$ cat src/rtl/pwm_aq_pkg.sv
package pwm_aq_pkg;

  localparam int unsigned AQ_EVT_N  = 6;
  localparam int unsigned AQ_CODE_W = 2;
  localparam int unsigned AQ_OUT_N  = 2;

  // event bit positions in the strobe vector
  localparam int unsigned EV_ZERO = 0;
  localparam int unsigned EV_PRD  = 1;
  localparam int unsigned EV_CAU  = 2;
  localparam int unsigned EV_CAD  = 3;
  localparam int unsigned EV_CBU  = 4;
  localparam int unsigned EV_CBD  = 5;

  typedef enum logic [AQ_CODE_W-1:0] {
    AQ_NONE = 2'b00,
    AQ_CLR  = 2'b01,
    AQ_SET  = 2'b10,
    AQ_TGL  = 2'b11
  } aq_act_e;

  // rank 0 is the highest priority; maps a rank to an event bit index
  function automatic int unsigned rank_to_evt(input int unsigned rank);
    case (rank)
      0:       return EV_ZERO;
      1:       return EV_PRD;
      2:       return EV_CAU;
      3:       return EV_CBU;
      4:       return EV_CAD;
      default: return EV_CBD;
    endcase
  endfunction

endpackage

$ cat src/rtl/aq_rst_sync.sv
module aq_rst_sync #(
  parameter int unsigned STAGES = 2
) (
  input  logic clk,
  input  logic rst_n,
  output logic rst_sync_n
);
  logic [STAGES-1:0] sync_q;

  always_ff @(posedge clk or negedge rst_n) begin
    if (!rst_n) sync_q <= '0;
    else        sync_q <= {sync_q[STAGES-2:0], 1'b1};
  end

  assign rst_sync_n = sync_q[STAGES-1];
endmodule

$ cat src/rtl/aq_arbiter.sv
module aq_arbiter
  import pwm_aq_pkg::*;
#(
  parameter int unsigned EVT_N  = AQ_EVT_N,
  parameter int unsigned CODE_W = AQ_CODE_W,
  localparam int unsigned CTL_W = EVT_N * CODE_W
) (
  input  logic             clk,
  input  logic             rst_n,
  input  logic [EVT_N-1:0] evt,
  input  logic [CTL_W-1:0] ctl,
  output aq_act_e          act
);
  // walk from lowest rank to highest so the highest-ranked acting event
  // is the last to write the result
  always_comb begin
    act = AQ_NONE;
    for (int r = int'(EVT_N) - 1; r >= 0; r--) begin
      if (evt[rank_to_evt(r)] &&
          ctl[CODE_W*rank_to_evt(r) +: CODE_W] != AQ_NONE) begin
        act = aq_act_e'(ctl[CODE_W*rank_to_evt(r) +: CODE_W]);
      end
    end
  end

  assert_zero_wins_R6: assert property (@(posedge clk) disable iff (!rst_n)
    (evt[EV_ZERO] && ctl[CODE_W*EV_ZERO +: CODE_W] != AQ_NONE)
      |-> (act == aq_act_e'(ctl[CODE_W*EV_ZERO +: CODE_W])));
endmodule

$ cat src/rtl/aq_pin_reg.sv
module aq_pin_reg
  import pwm_aq_pkg::*;
(
  input  logic    clk,
  input  logic    rst_n,
  input  aq_act_e act,
  output logic    pin
);
  logic pin_q, pin_nxt, pin_en;

  always_comb begin
    pin_en  = (act != AQ_NONE);
    pin_nxt = pin_q;
    case (act)
      AQ_CLR:  pin_nxt = 1'b0;
      AQ_SET:  pin_nxt = 1'b1;
      AQ_TGL:  pin_nxt = ~pin_q;
      default: pin_nxt = pin_q;
    endcase
  end

  always_ff @(posedge clk or negedge rst_n) begin
    if (!rst_n)      pin_q <= 1'b0;
    else if (pin_en) pin_q <= pin_nxt;
  end

  assign pin = pin_q;

  assert_set_high_R2: assert property (@(posedge clk) disable iff (!rst_n)
    (act == AQ_SET) |=> pin_q);
  assert_clear_low_R3: assert property (@(posedge clk) disable iff (!rst_n)
    (act == AQ_CLR) |=> !pin_q);
  assert_toggle_inv_R4: assert property (@(posedge clk) disable iff (!rst_n)
    (act == AQ_TGL) |=> (pin_q != $past(pin_q)));
endmodule

$ cat src/rtl/aq_channel.sv
module aq_channel
  import pwm_aq_pkg::*;
#(
  parameter int unsigned EVT_N  = AQ_EVT_N,
  parameter int unsigned CODE_W = AQ_CODE_W,
  localparam int unsigned CTL_W = EVT_N * CODE_W
) (
  input  logic             clk,
  input  logic             rst_n,
  input  logic [EVT_N-1:0] evt,
  input  logic [CTL_W-1:0] ctl,
  output logic             pin
);
  aq_act_e act;

  aq_arbiter #(.EVT_N(EVT_N), .CODE_W(CODE_W)) u_arb (
    .clk(clk), .rst_n(rst_n), .evt(evt), .ctl(ctl), .act(act)
  );

  aq_pin_reg u_reg (
    .clk(clk), .rst_n(rst_n), .act(act), .pin(pin)
  );
endmodule

$ cat src/rtl/pwm_aq_top.sv
module pwm_aq_top
  import pwm_aq_pkg::*;
#(
  parameter int unsigned EVT_N     = AQ_EVT_N,
  parameter int unsigned CODE_W    = AQ_CODE_W,
  parameter int unsigned SYNC_STGS = 2,
  localparam int unsigned CTL_W    = EVT_N * CODE_W
) (
  input  logic             clk,
  input  logic             rst_n,
  input  logic [EVT_N-1:0] evt_i,
  input  logic [CTL_W-1:0] ctl_a_i,
  input  logic [CTL_W-1:0] ctl_b_i,
  output logic             pwm_a_o,
  output logic             pwm_b_o
);
  localparam int unsigned OUT_N = AQ_OUT_N;

  logic                       rst_q_n;
  logic [OUT_N-1:0][CTL_W-1:0] ctl_arr;
  logic [OUT_N-1:0]            pin_arr;

  aq_rst_sync #(.STAGES(SYNC_STGS)) u_rst (
    .clk(clk), .rst_n(rst_n), .rst_sync_n(rst_q_n)
  );

  assign ctl_arr[0] = ctl_a_i;
  assign ctl_arr[1] = ctl_b_i;

  for (genvar g = 0; g < OUT_N; g++) begin : g_ch
    aq_channel #(.EVT_N(EVT_N), .CODE_W(CODE_W)) u_ch (
      .clk(clk), .rst_n(rst_q_n), .evt(evt_i), .ctl(ctl_arr[g]),
      .pin(pin_arr[g])
    );
  end

  assign pwm_a_o = pin_arr[0];
  assign pwm_b_o = pin_arr[1];

  assert_idle_hold_R5: assert property (@(posedge clk) disable iff (!rst_q_n)
    (evt_i == '0) |=> $stable({pwm_a_o, pwm_b_o}));
endmodule

$ cat config.mk
export PLATFORM = sky130hd
export DESIGN_NAME = pwm_aq_top
export DESIGN_NICKNAME = d
export VERILOG_FILES = /design/src/rtl/pwm_aq_pkg.sv /design/src/rtl/aq_rst_sync.sv /design/src/rtl/aq_arbiter.sv /design/src/rtl/aq_pin_reg.sv /design/src/rtl/aq_channel.sv /design/src/rtl/pwm_aq_top.sv
export SDC_FILE = /design/constraint.sdc
export NUM_CORES = 1
export LEC_CHECK = 0
export BUFFER_PORTS_ARGS = -buffer_cell sky130_fd_sc_hd__buf_2
export CAP_MARGIN = 20
export CORE_MARGIN = 2
export CORE_UTILIZATION = 25
export DETAILED_ROUTE_END_ITERATION = 16
export GPL_TIMING_DRIVEN = 0
export REMOVE_ABC_BUFFERS = 1
export SETUP_SLACK_MARGIN = 0.15
export SYNTH_ARGS = -nofsm -noshare
export SYNTH_HDL_FRONTEND = slang
export SYNTH_HIERARCHICAL = 1
export SYNTH_SLANG_ARGS = --single-unit
$ cat constraint.sdc
create_clock -name clk -period 0.8 [get_ports clk]
set_input_delay 0.08 -clock clk [delete_from_list [all_inputs] [get_ports clk]]
set_output_delay 0.08 -clock clk [all_outputs]
set_load 0.02 [all_outputs]
==> out/results.txt <==
Chip Width: 45.2 µm
Final hold vios: 0
Setup violators final: 4
Starting Density: 0.275
DPL Wire Length: 1.03 mm
Drt wl/cell: 11.4 µm
Worst setup margin: -0.0492 ns
RSZ-0062 raised after global routing: yes
Antenna diodes: 0
Crit path DAT: 1.01 ns
CTS tree: yes
FF-to-FF End: g_ch[1].u_ch/u_reg/pin
Final Wtd Congestion: 0.735
Status: finished with violations
CP peak stage delay: 0.21 ns
Die Ht: 45.2 µm
Die area: 2040 µm²
Grt ovf: 0
Worst vdd ir: 0.000891 V
Root Buffer: clkbuf_4
Largest net degree at the start of global routing: 7
Sequential share of the synthesized area: 0.236
CP Capture Type: flip-flop
CP endpoint: g_ch[0].u_ch/u_reg/pin
Syn Std Cell Area: 424 µm²
Via-per-instance ratio: 5.06
# clock sinks: 4
Min-Delay Path Class: flip-flop to async pin
Layout cells sized above 1: 0.470
Fmax: 1180 MHz
Commonest non-fill, non-tap cell in the layout: buf_2
FP Rows: 14
Cell repeated most along the worst path: a21oi_1
Worst setup SP type: primary input
Tcrit/Tclk final: 1.06
Max-cap violations: 0
Final wirelength: 1.32 mm
Most frequent cells in the layout: buf_2 (23), nand2_1 (16), buf_6 (9), a21oi_1 (8)
Iter 0 DRT Violations: 12
GRT Overall Usage: 0.155
Synth cell types: 16
Global-route wire length before repair: 2.37 mm
Setup WS pre-CTS: -0.380 ns
Worst-skew pair later-pin latency: 0.23 ns
Pleak: 0.362 nW
CP max FO: 2
DR pass1 iterations: 4
Failing checks: setup timing
PortBufs: 33
Fin util: 0.492
Synthesized area per cell: 6.95 µm²
Reg-to-reg startpoint: g_ch[1].u_ch/u_reg/pin
Post-route ant nets: 0
Slowest cell on crit path: o21a_1
Worst reg-to-reg setup slack: 0.02 ns
CP cell instances: buf_6, o21a_1, a221oi_2, o221ai_1, a21oi_1, nor2_1, a21oi_1
Clk buf depth: 2
Vias in the first global route: 558
Residual DRC: 0
Area delta synth->final: 78.8%
Vias: 587
Initial antenna violation count: 0
Ports: 34
Final net count: 134
Final slew viol count: 0
Synthesized flop and latch total: 4
Worst EP required: 0.96 ns
Critical path type: primary input to flip-flop
Warnings from Yosys: 6
H-Tree Depth: 1
Power density over the cells: 1360 nW/µm²
Gate Count Post-Synth: 61
Core Box Area: 1540 µm²
Clk slew on worst S/H paths: 0.04 ns
Fin Clk Skew: 0.00111 ns
Crit path launch: ctl_a_i[8]
Worst r2r path cells: 3
CTS Buf Count: 3
Min cycle time layout: 0.849 ns
==> final cells by class <==
class	count	area, µm²
clock buffers	3	22.5
fillers	156	783
multi-input cells	55	359
flip-flops and latches	4	100
inverters	2	7.51
repair buffers	36	249
well taps	16	20.0
==> registers in the layout (all words and copies together) (netlist names) <==
signal and cells:
u_rst/sync_q 2, g_ch.u_ch/u_reg/pin 2
==> power breakdown <==
group / switching, mW / internal, mW / leakage, nW / total, mW
logic: 0.228 / 0.281 / 0.302 / 0.509
registers: 0.0288 / 0.245 / 0.0461 / 0.273
clock network: 0.0784 / 0.168 / 0.0138 / 0.246
total: 0.335 / 0.693 / 0.362 / 1.03
==> cell families after synthesis <==
logic type | after synthesis | synth area share
AO/OA/AOI/OAI | 28 | 0.466
AND/OR/NAND/NOR | 26 | 0.271
flip-flops | 4 | 0.236
buffers and inverters | 2 | 0.0177
other | 1 | 0.00884
==> synth_stat cells, drive strengths merged <==
| library cell | instances | area (µm²) |
|---|---|---|
| nand2 | 16 | 60.1 |
| o21ai | 6 | 30.0 |
| o211ai | 2 | 15.0 |
| nor2 | 4 | 15.0 |
| conb | 1 | 3.75 |
| o21a | 4 | 30.0 |
| nor2b | 4 | 25.0 |
| nand3b | 2 | 15.0 |
| inv | 2 | 7.51 |
| o221ai | 2 | 17.5 |
| a221oi | 4 | 47.6 |
| a21oi | 8 | 40.0 |
| dfrtp | 4 | 100 |
| a32oi | 2 | 17.5 |
==> worst max-delay path: cells and delay by family <==
family / cells / cell delay (ns)
AO/OA/AOI/OAI: 5 / 0.78
buffers and inverters: 1 / 0.09
AND/OR/NAND/NOR: 1 / 0.05
==> per-stage QoR <==
step	instance area, µm²	hold WS [ns]	std cells	setup TNS (ns)	power (mW)
6_report	758	0.0229	116	-0.152	1.03
5_1_grt	758	0.0275	116	-0.377	1.11
4_1_cts	758	0.0263	116	-0.155	1.04
3_5_place_dp	609	-0.131	110	-0.742	0.630
3_3_place_gp	609	-0.134	110	-0.712	0.623
2_1_floorplan	424	-0.216	61	-0.295	0.456
==> routing by layer <==
metal / wire [µm] / vias up / GRT usage
met1: 590 / 262 / 0.207
met5: 0 / - / 0
li1: - / 310 / -
met3: 58 / 0 / 0.0240
met2: 673 / 15 / 0.263
met4: 0 / 0 / 0.0353
==> how the worst min path moves through the flow <==
stage	cells past startpoint	slack, ns	to	start
after floorplan	0	-0.22	u_rst/sync_q[0]	rst_n
after global routing	0	0.03	g_ch[0].u_ch/u_reg/pin	u_rst/sync_q[1]
after detailed placement	1	-0.13	u_rst/sync_q[0]	rst_n
after global placement	1	-0.13	u_rst/sync_q[0]	rst_n
after CTS	0	0.03	g_ch[0].u_ch/u_reg/pin	u_rst/sync_q[1]
final	0	0.02	g_ch[0].u_ch/u_reg/pin	u_rst/sync_q[1]
==> timing repair <==
action	4_1_cts	5_1_grt
setup endpoints to repair	4	4
pin swaps	18	0
gates resized for setup	24	0
hold endpoints to repair	2	0
buffers inserted	2	0
hold buffers	1	0
Power figures use the tool's default switching activity.
